$ cat config.mk
export PLATFORM = sky130hd
export DESIGN_NAME = dma2ch_engine
export DESIGN_NICKNAME = d
export VERILOG_FILES = /design/src/rtl/dma2ch_pkg.sv /design/src/rtl/dma2ch_regs.sv /design/src/rtl/dma2ch_chan.sv /design/src/rtl/dma2ch_port.sv /design/src/rtl/dma2ch_engine.sv
export SDC_FILE = /design/constraint.sdc
export NUM_CORES = 1
export LEC_CHECK = 0
export BUFFER_PORTS_ARGS = -buffer_cell sky130_fd_sc_hd__buf_4
export CAP_MARGIN = 40
export CORE_ASPECT_RATIO = 0.8
export CORE_UTILIZATION = 30
export CTS_BUF_LIST = sky130_fd_sc_hd__clkbuf_4 sky130_fd_sc_hd__clkbuf_8 sky130_fd_sc_hd__clkbuf_16
export DETAILED_ROUTE_END_ITERATION = 12
export PLACE_DENSITY_LB_ADDON = 0.12
export SYNTH_ARGS = -nofsm -noshare
export SYNTH_HDL_FRONTEND = slang
export SYNTH_SLANG_ARGS = --single-unit
$ cat constraint.sdc
create_clock -name clk -period 4.14 [get_ports clk]
set_clock_uncertainty 0.2 [all_clocks]
set_input_delay 0 -clock clk [delete_from_list [all_inputs] [get_ports clk]]
set_output_delay 0 -clock clk [all_outputs]
set_load 0.005 [all_outputs]
$ cat src/rtl/dma2ch_pkg.sv
// Shared constants and types for the two-channel DMA engine.
// Assumes a 32-bit register bus and word-sized (4-byte) transfers.
package dma2ch_pkg;

    // Control register bit positions
    localparam int CB_EN       = 0;
    localparam int CB_MODE_LO  = 2;
    localparam int CB_MODE_HI  = 3;
    localparam int CB_SRC_FIX  = 4;
    localparam int CB_SRC_DEC  = 5;
    localparam int CB_DST_FIX  = 6;
    localparam int CB_DST_DEC  = 7;
    localparam int CB_IEN      = 8;
    localparam int CB_DONE     = 16;

    // Start modes
    localparam logic [1:0] MODE_SW  = 2'b00;
    localparam logic [1:0] MODE_EXT = 2'b01;

    // Bytes per word step
    localparam int WORD_BYTES = 4;

    // Per-channel static configuration
    typedef struct packed {
        logic [1:0] mode;
        logic       src_fix;
        logic       src_dec;
        logic       dst_fix;
        logic       dst_dec;
        logic       irq_en;
    } chan_cfg_t;

    // Shared memory port sequencer states
    typedef enum logic [1:0] {
        P_IDLE = 2'd0,
        P_RD   = 2'd1,
        P_WR   = 2'd2
    } port_st_t;

endpackage

$ cat src/rtl/dma2ch_regs.sv
// Register file for all channels: control, source base, destination base
// and word count per channel. Produces a one-cycle start pulse when enable
// is written with a legal mode. Locks control while a channel runs. Holds
// the sticky done flags and forms the interrupt.
// Assumes AW <= 32 and bank stride 0x20 (RAW-5 bank bits >= clog2(NCH)).
module dma2ch_regs
    import dma2ch_pkg::*;
#(
    parameter int NCH = 2,
    parameter int AW  = 32,
    parameter int CW  = 16,
    parameter int RAW = 8
) (
    input  logic                     clk,
    input  logic                     rst_n,
    input  logic                     cfg_wr,
    input  logic [RAW-1:0]           cfg_addr,
    input  logic [31:0]              cfg_wdata,
    output logic [31:0]              cfg_rdata,
    input  logic [NCH-1:0]           fin,
    output logic [NCH-1:0]           en_o,
    output logic [NCH-1:0]           start_o,
    output logic [NCH-1:0]           done_o,
    output chan_cfg_t [NCH-1:0]      cfg_o,
    output logic [NCH-1:0][AW-1:0]   src_base_o,
    output logic [NCH-1:0][AW-1:0]   dst_base_o,
    output logic [NCH-1:0][CW-1:0]   cnt_o,
    output logic                     irq
);

    localparam int BW = RAW - 5;

    logic [BW-1:0]          bank;
    logic [2:0]             reg_sel;
    logic [NCH-1:0][31:0]   ctrl_word;
    logic [NCH-1:0]         ien_vec;
    logic                   unused_addr;

    assign bank        = cfg_addr[RAW-1:5];
    assign reg_sel     = cfg_addr[4:2];
    assign unused_addr = ^cfg_addr[1:0];

    for (genvar i = 0; i < NCH; i++) begin : g_ch
        logic       hit, wr_ctl, wr_src, wr_dst, wr_cnt;
        logic       en_q, done_q;
        chan_cfg_t  cfg_q;
        logic [AW-1:0] src_q, dst_q;
        logic [CW-1:0] cnt_q;

        assign hit    = cfg_wr && (bank == BW'(i));
        assign wr_ctl = hit && (reg_sel == 3'd0);
        assign wr_src = hit && (reg_sel == 3'd1);
        assign wr_dst = hit && (reg_sel == 3'd2);
        assign wr_cnt = hit && (reg_sel == 3'd3);

        // start only from idle, with enable set and a non-reserved mode
        assign start_o[i] = wr_ctl && !en_q && cfg_wdata[CB_EN]
                            && !cfg_wdata[CB_MODE_HI];

        // control, done and base register updates for one channel
        always_ff @(posedge clk) begin
            if (!rst_n) begin
                en_q   <= 1'b0;
                done_q <= 1'b0;
                cfg_q  <= '0;
                src_q  <= '0;
                dst_q  <= '0;
                cnt_q  <= '0;
            end else begin
                if (wr_ctl && cfg_wdata[CB_DONE]) begin
                    done_q <= 1'b0;
                end
                if (wr_ctl && !en_q) begin
                    cfg_q.mode    <= cfg_wdata[CB_MODE_HI:CB_MODE_LO];
                    cfg_q.src_fix <= cfg_wdata[CB_SRC_FIX];
                    cfg_q.src_dec <= cfg_wdata[CB_SRC_DEC];
                    cfg_q.dst_fix <= cfg_wdata[CB_DST_FIX];
                    cfg_q.dst_dec <= cfg_wdata[CB_DST_DEC];
                    cfg_q.irq_en  <= cfg_wdata[CB_IEN];
                    en_q          <= start_o[i];
                end
                if (fin[i]) begin
                    en_q   <= 1'b0;
                    done_q <= 1'b1;
                end
                if (wr_src) begin
                    src_q <= cfg_wdata[AW-1:0];
                end
                if (wr_dst) begin
                    dst_q <= cfg_wdata[AW-1:0];
                end
                if (wr_cnt) begin
                    cnt_q <= cfg_wdata[CW-1:0];
                end
            end
        end

        assign ctrl_word[i] = {15'd0, done_q, 7'd0, cfg_q.irq_en,
                               cfg_q.dst_dec, cfg_q.dst_fix,
                               cfg_q.src_dec, cfg_q.src_fix,
                               cfg_q.mode, 1'b0, en_q};
        assign en_o[i]       = en_q;
        assign done_o[i]     = done_q;
        assign cfg_o[i]      = cfg_q;
        assign src_base_o[i] = src_q;
        assign dst_base_o[i] = dst_q;
        assign cnt_o[i]      = cnt_q;
        assign ien_vec[i]    = cfg_q.irq_en;
    end

    // read multiplexer over banks and registers
    always_comb begin
        cfg_rdata = '0;
        for (int i = 0; i < NCH; i++) begin
            if (bank == BW'(i)) begin
                case (reg_sel)
                    3'd0:    cfg_rdata = ctrl_word[i];
                    3'd1:    cfg_rdata = 32'(src_base_o[i]);
                    3'd2:    cfg_rdata = 32'(dst_base_o[i]);
                    3'd3:    cfg_rdata = 32'(cnt_o[i]);
                    default: cfg_rdata = '0;
                endcase
            end
        end
    end

    assign irq = |(done_o & ien_vec);

endmodule

$ cat src/rtl/dma2ch_chan.sv
// One channel sequencer. Holds the working source and destination
// addresses and the remaining word count, loaded on the start pulse.
// Steps them after every completed word. Counts external request edges,
// raises ready while words remain, and raises fin once none remain.
// Assumes the port reports busy for the whole of a word in flight.
module dma2ch_chan
    import dma2ch_pkg::*;
#(
    parameter int AW = 32,
    parameter int CW = 16
) (
    input  logic          clk,
    input  logic          rst_n,
    input  logic          start,
    input  logic          en,
    input  chan_cfg_t     cfg,
    input  logic [AW-1:0] src_base,
    input  logic [AW-1:0] dst_base,
    input  logic [CW-1:0] cnt_base,
    input  logic          xreq,
    input  logic          word_done,
    input  logic          busy,
    output logic          rdy,
    output logic          fin,
    output logic [AW-1:0] src_addr,
    output logic [AW-1:0] dst_addr
);

    logic [CW-1:0] rem;
    logic          pend;
    logic          xreq_q;
    logic          xrise;
    logic          unused_ien;

    assign unused_ien = cfg.irq_en;
    assign xrise      = xreq && !xreq_q;

    // next address for one side: hold, up one word or down one word
    function automatic logic [AW-1:0] step_addr(input logic [AW-1:0] a,
                                                input logic fix,
                                                input logic dec);
        if (fix) begin
            return a;
        end else if (dec) begin
            return a - AW'(WORD_BYTES);
        end else begin
            return a + AW'(WORD_BYTES);
        end
    endfunction

    // working address, remaining count and request-edge bookkeeping
    always_ff @(posedge clk) begin
        if (!rst_n) begin
            rem      <= '0;
            pend     <= 1'b0;
            xreq_q   <= 1'b0;
            src_addr <= '0;
            dst_addr <= '0;
        end else begin
            xreq_q <= xreq;
            if (start) begin
                src_addr <= src_base;
                dst_addr <= dst_base;
                rem      <= cnt_base;
                pend     <= 1'b0;
            end else begin
                if (word_done) begin
                    src_addr <= step_addr(src_addr, cfg.src_fix, cfg.src_dec);
                    dst_addr <= step_addr(dst_addr, cfg.dst_fix, cfg.dst_dec);
                    rem      <= rem - CW'(1);
                    pend     <= 1'b0;
                end
                if (en && (cfg.mode == MODE_EXT) && xrise) begin
                    pend <= 1'b1;
                end
            end
        end
    end

    assign rdy = en && (rem != '0) && !busy && ((cfg.mode == MODE_SW) || pend);
    assign fin = en && (rem == '0) && !busy;

endmodule

$ cat src/rtl/dma2ch_port.sv
// Shared memory port sequencer. In idle it grants the lowest-numbered
// ready channel and latches that channel's addresses. It then performs a
// read, waiting for acknowledge, followed by a write of the read data.
// Request and address stay stable until acknowledged.
module dma2ch_port
    import dma2ch_pkg::*;
#(
    parameter  int NCH = 2,
    parameter  int AW  = 32,
    parameter  int DW  = 32,
    localparam int IW  = (NCH > 1) ? $clog2(NCH) : 1
) (
    input  logic                   clk,
    input  logic                   rst_n,
    input  logic [NCH-1:0]         rdy,
    input  logic [NCH-1:0][AW-1:0] src_addr,
    input  logic [NCH-1:0][AW-1:0] dst_addr,
    output logic [NCH-1:0]         busy,
    output logic [NCH-1:0]         word_done,
    output logic                   idle_o,
    output logic [IW-1:0]          gnt_o,
    output logic                   mem_req,
    output logic                   mem_we,
    output logic [AW-1:0]          mem_addr,
    output logic [DW-1:0]          mem_wdata,
    input  logic [DW-1:0]          mem_rdata,
    input  logic                   mem_ack
);

    port_st_t      st;
    logic [IW-1:0] gnt;
    logic [IW-1:0] pick;
    logic [AW-1:0] src_l;
    logic [AW-1:0] dst_l;
    logic [DW-1:0] data_q;

    // fixed priority: lowest ready index wins
    always_comb begin
        pick = '0;
        for (int i = NCH - 1; i >= 0; i--) begin
            if (rdy[i]) begin
                pick = IW'(i);
            end
        end
    end

    // grant, read phase and write phase sequencing
    always_ff @(posedge clk) begin
        if (!rst_n) begin
            st     <= P_IDLE;
            gnt    <= '0;
            src_l  <= '0;
            dst_l  <= '0;
            data_q <= '0;
        end else begin
            case (st)
                P_IDLE: begin
                    if (|rdy) begin
                        gnt   <= pick;
                        src_l <= src_addr[pick];
                        dst_l <= dst_addr[pick];
                        st    <= P_RD;
                    end
                end
                P_RD: begin
                    if (mem_ack) begin
                        data_q <= mem_rdata;
                        st     <= P_WR;
                    end
                end
                P_WR: begin
                    if (mem_ack) begin
                        st <= P_IDLE;
                    end
                end
                default: st <= P_IDLE;
            endcase
        end
    end

    assign mem_req   = (st != P_IDLE);
    assign mem_we    = (st == P_WR);
    assign mem_addr  = (st == P_WR) ? dst_l : src_l;
    assign mem_wdata = data_q;
    assign busy      = (st != P_IDLE) ? (NCH'(1) << gnt) : '0;
    assign word_done = ((st == P_WR) && mem_ack) ? (NCH'(1) << gnt) : '0;
    assign idle_o    = (st == P_IDLE);
    assign gnt_o     = gnt;

endmodule

$ cat src/rtl/dma2ch_engine.sv
// Top level of the two-channel DMA engine. It ties the register file,
// one sequencer per channel and the shared memory port together.
// Assumes a single clock domain and an xreq already synchronous to clk.
module dma2ch_engine
    import dma2ch_pkg::*;
#(
    parameter  int NCH = 2,
    parameter  int AW  = 32,
    parameter  int DW  = 32,
    parameter  int CW  = 16,
    parameter  int RAW = 8,
    localparam int IW  = (NCH > 1) ? $clog2(NCH) : 1
) (
    input  logic            clk,
    input  logic            rst_n,
    input  logic            cfg_wr,
    input  logic [RAW-1:0]  cfg_addr,
    input  logic [31:0]     cfg_wdata,
    output logic [31:0]     cfg_rdata,
    input  logic [NCH-1:0]  xreq,
    output logic            mem_req,
    output logic            mem_we,
    output logic [AW-1:0]   mem_addr,
    output logic [DW-1:0]   mem_wdata,
    input  logic [DW-1:0]   mem_rdata,
    input  logic            mem_ack,
    output logic            irq
);

    logic [NCH-1:0]          en_bits;
    logic [NCH-1:0]          start;
    logic [NCH-1:0]          done_bits;
    chan_cfg_t [NCH-1:0]     cfg;
    logic [NCH-1:0][AW-1:0]  src_base;
    logic [NCH-1:0][AW-1:0]  dst_base;
    logic [NCH-1:0][CW-1:0]  cnt_base;
    logic [NCH-1:0]          fin;
    logic [NCH-1:0]          chan_rdy;
    logic [NCH-1:0][AW-1:0]  src_addr;
    logic [NCH-1:0][AW-1:0]  dst_addr;
    logic [NCH-1:0]          busy;
    logic [NCH-1:0]          word_done;
    logic [NCH-1:0][1:0]     mode_bits;
    logic                    port_idle;
    logic [IW-1:0]           port_gnt;

    dma2ch_regs #(.NCH(NCH), .AW(AW), .CW(CW), .RAW(RAW)) regs_i (
        .clk        (clk),
        .rst_n      (rst_n),
        .cfg_wr     (cfg_wr),
        .cfg_addr   (cfg_addr),
        .cfg_wdata  (cfg_wdata),
        .cfg_rdata  (cfg_rdata),
        .fin        (fin),
        .en_o       (en_bits),
        .start_o    (start),
        .done_o     (done_bits),
        .cfg_o      (cfg),
        .src_base_o (src_base),
        .dst_base_o (dst_base),
        .cnt_o      (cnt_base),
        .irq        (irq)
    );

    for (genvar i = 0; i < NCH; i++) begin : g_chan
        dma2ch_chan #(.AW(AW), .CW(CW)) chan_i (
            .clk       (clk),
            .rst_n     (rst_n),
            .start     (start[i]),
            .en        (en_bits[i]),
            .cfg       (cfg[i]),
            .src_base  (src_base[i]),
            .dst_base  (dst_base[i]),
            .cnt_base  (cnt_base[i]),
            .xreq      (xreq[i]),
            .word_done (word_done[i]),
            .busy      (busy[i]),
            .rdy       (chan_rdy[i]),
            .fin       (fin[i]),
            .src_addr  (src_addr[i]),
            .dst_addr  (dst_addr[i])
        );
        assign mode_bits[i] = cfg[i].mode;
    end

    dma2ch_port #(.NCH(NCH), .AW(AW), .DW(DW)) port_i (
        .clk       (clk),
        .rst_n     (rst_n),
        .rdy       (chan_rdy),
        .src_addr  (src_addr),
        .dst_addr  (dst_addr),
        .busy      (busy),
        .word_done (word_done),
        .idle_o    (port_idle),
        .gnt_o     (port_gnt),
        .mem_req   (mem_req),
        .mem_we    (mem_we),
        .mem_addr  (mem_addr),
        .mem_wdata (mem_wdata),
        .mem_rdata (mem_rdata),
        .mem_ack   (mem_ack)
    );

endmodule

==> flow_metrics.tcl <==
set metrics [dict create \
    rr_worst_depth 11 \
    rrSetupSlack_ns 0.42 \
    finalSetupTns_ns 0 \
    yosysMostFrequentCell "nand2_1" \
    hpwl_mm 75.8 \
    reg2reg_to "g_chan[1].chan_i.dst_addr[25]$_SDFFE_PN0P_" \
    ctsRootBufferMaster "clkbuf_16" \
    path_clk_slew_ns 0.06 \
    crit_path_start_kind "flip-flop" \
    cp.arrival_ns 4.01 \
    io_buffer_count 174 \
    layout-drive-gt1-share 0.111 \
    drt-pass1-iter-count 5 \
    placementRows 94 \
    ys_warn_count 0 \
    wl_per_cell_um 22.4 \
    hold_path.class "in2reg" \
    core_um2 82300 \
    hold_buffers 148 \
    synth_cells 3330 \
    cp_max_fo 22 \
    num_io_pins 177 \
    yosysUniqueCellTypes 84 \
    synthArstFlopShare 0 \
    antenna_found_initial 5 \
    worstReg2RegStart "regs_i.cfg_o[8]$_SDFFE_PN0N_" \
    worstPathRequired_ns 4.44 \
    cts-buffers-inserted 50 \
    clk_latency_ns 0.64 \
    grt_pass1_wl_mm 155 \
    maxCapViolCount 0 \
    setup_slack_ns 0.423 \
    placed_cells 4447 \
    synth_top_cells_by_count "nand2_1 (718), a21oi_1 (490), dfxtp_1 (441)" \
    crit_start "regs_i.cfg_o[8]$_SDFFE_PN0N_" \
    relSlewSlack 0.223 \
    dieWidth_um 325 \
    end_kind "flip-flop" \
    gr-usage-all-layers 0.241 \
    peakVddDrop_mv 0.251 \
    initialDrtViolationCount 2262 \
    die_h_um 260 \
    synth_top_area_frac 0.353 \
    final_antenna_net_count 0 \
    slew_viol_final 0 \
    status "finished clean" \
    synth_nets 3526 \
    fmax_ghz 0.269 \
    hp-start "cfg_wdata[24]" \
    htreeDepth 2 \
    synth_top_cell_by_area "dfxtp_1" \
    gp_congestion 0.930 \
    fin_crit_sh 0.898 \
    area_growth_pct 23.0 \
    netlist_top_cells_area "dfxtp_1 (35%), nand2_1 (11%), a21oi_1 (9.8%)" \
    hold_ws_ns 0.0264 \
    totalWireLength_mm 105 \
    grt_max_degree 189 \
    layout.nets 3740 \
    syn_avg_cell_area_um2 7.51 \
    ys_seq_elements 441 \
    p_leak_nw 12.0 \
    crit_end "g_chan[1].chan_i.dst_addr[25]$_SDFFE_PN0P_" \
    vias 25300 \
    finish.utilization 0.374 \
    path_class "reg2reg" \
    cts.sinks 441 \
    grt_pass1_vias 23600 \
    start_util 0.304 \
    fin_cells 4690 \
    synth-edff-count 0 \
    synth_top_flop_cell "dfxtp_1" \
    remaining_drc_errors 0 \
    worst_pin_slew_ns 1.16 \
    pre_cts_slack_ns 0.509 \
    syn-cell-area_um2 25000 \
    cts_buffer_depth 3 \
    setup_viol 0 \
    cts_tree "done" \
    cts_resized 0 \
    power_density_nw_per_um2 310 \
    design.die.area_um2 84500 \
    gr-total-overflow 0 \
    ys_seq_area_frac 0.353 \
    cts_setup_buffers 0 \
    via_per_inst 5.39 \
    min_path_cells 4 \
    period_minus_slack_ns 3.72 \
    grt_setup_unrepaired "false" \
    hold_viol 0 \
]
[how the worst min path moves through the flow]
stage                                             to  slack (ns)
2_1_floorplan     g_chan[0].chan_i.xreq_q$_SDFF_PN0_       -0.08
3_3_place_gp      g_chan[1].chan_i.xreq_q$_SDFF_PN0_        0.05
3_5_place_dp      g_chan[0].chan_i.xreq_q$_SDFF_PN0_        0.04
4_1_cts        regs_i.g_ch[0].src_q[24]$_SDFFE_PN0P_      0.0002
5_1_grt        regs_i.g_ch[0].dst_q[24]$_SDFFE_PN0P_        0.03
6_report       regs_i.g_ch[0].src_q[24]$_SDFFE_PN0P_        0.03
[layer usage]
| metal | vias up | global-route usage | part of all wire |
|---|---|---|---|
| met3 | 125 | 0.0526 | 0.072 |
| met2 | 747 | 0.345 | 0.41 |
| met5 | - | 0 | 0.00021 |
| li1 | 12300 | - | - |
| met4 | 4 | 0.0586 | 0.022 |
| met1 | 12100 | 0.361 | 0.50 |
[cells by family after synthesis]
kind of cell	count (synthesis)	share of synthesized area
flops	441	0.353
xor+xnor	125	0.0438
compound gates	1099	0.266
fa+ha+maj	118	0.0602
simple gates	1226	0.214
mux	44	0.0184
buf+inv	277	0.0441
[cells in the final DEF (no fill, tap or decap), types with 13 or more instances in the layout]
cell type,count
clkbuf_16,51
o21a_1,13
inv_1,42
a311oi_1,41
or3_1,70
mux2_2,16
xor2_1,43
mux2i_1,28
nand2_1,716
a221oi_1,16
a21oi_1,490
a22o_1,18
nor3_1,41
nor2_1,198
a31oi_1,34
nand4_1,27
o21ai_0,109
xnor2_1,82
dlygate4sd3_1,148
nand3_1,45
ha_1,114
a21o_1,58
a211oi_1,63
buf_4,238
and3_1,22
a22oi_1,46
o21ai_1,71
o22ai_1,38
o211ai_1,25
nand2b_1,18
o21bai_1,24
dfxtp_1,441
[through the flow]
| step | power (mW) | area, um^2 |
|---|---|---|
| after floorplan | 4.51 | 25000 |
| after global placement | 4.70 | 27500 |
| after detailed placement | 4.69 | 27500 |
| after CTS | 9.62 | 30800 |
| after global routing | 9.83 | 30800 |
| final | 9.53 | 30800 |
[state kept, by name, summed over array words and instances, names as in the netlist, 2 cells and up]
name and count:
g_chan.chan_i.dst_addr 64, g_chan.chan_i.xreq_q 2, port_i.src_l 32, port_i.dst_l 32
regs_i.g_ch.cnt_q 32, regs_i.g_ch.en_q 2, port_i.mem_wdata 32, g_chan.chan_i.src_addr 64
regs_i.g_ch.done_q 2, g_chan.chan_i.pend 2, g_chan.chan_i.rem 32, regs_i.g_ch.src_q 64
port_i.st 2, regs_i.g_ch.dst_q 64, regs_i.cfg_o 14
[power breakdown]
group	leakage [nW]	internal [mW]	switching (mW)
clock network	0.869	2.80	2.03
logic	7.54	0.166	0.264
registers	3.55	4.25	0.0130
[critical path, cell delays in order (launching register included)]
cell	delay (ns)
dfxtp_1	0.49
buf_4	0.33
ha_1	0.27
a21oi_1	0.29
o211ai_1	0.14
a211o_1	0.29
a21oi_1	0.32
o21bai_1	0.17
a31oi_1	0.41
o31ai_1	0.16
xnor2_1	0.16
a2111oi_1	0.38
[area by class of cell]
class	count	area, um^2
Clock inverter	28	334
Inverter	44	173
Fill cell	8851	51600
Clock buffer	65	1410
Multi-Input combinational cell	2612	15200
Timing Repair Buffer	395	3460
Sequential cell	441	8830
Tap cell	1104	1380
Antenna cell	1	2.50
Power figures use the tool's default switching activity.
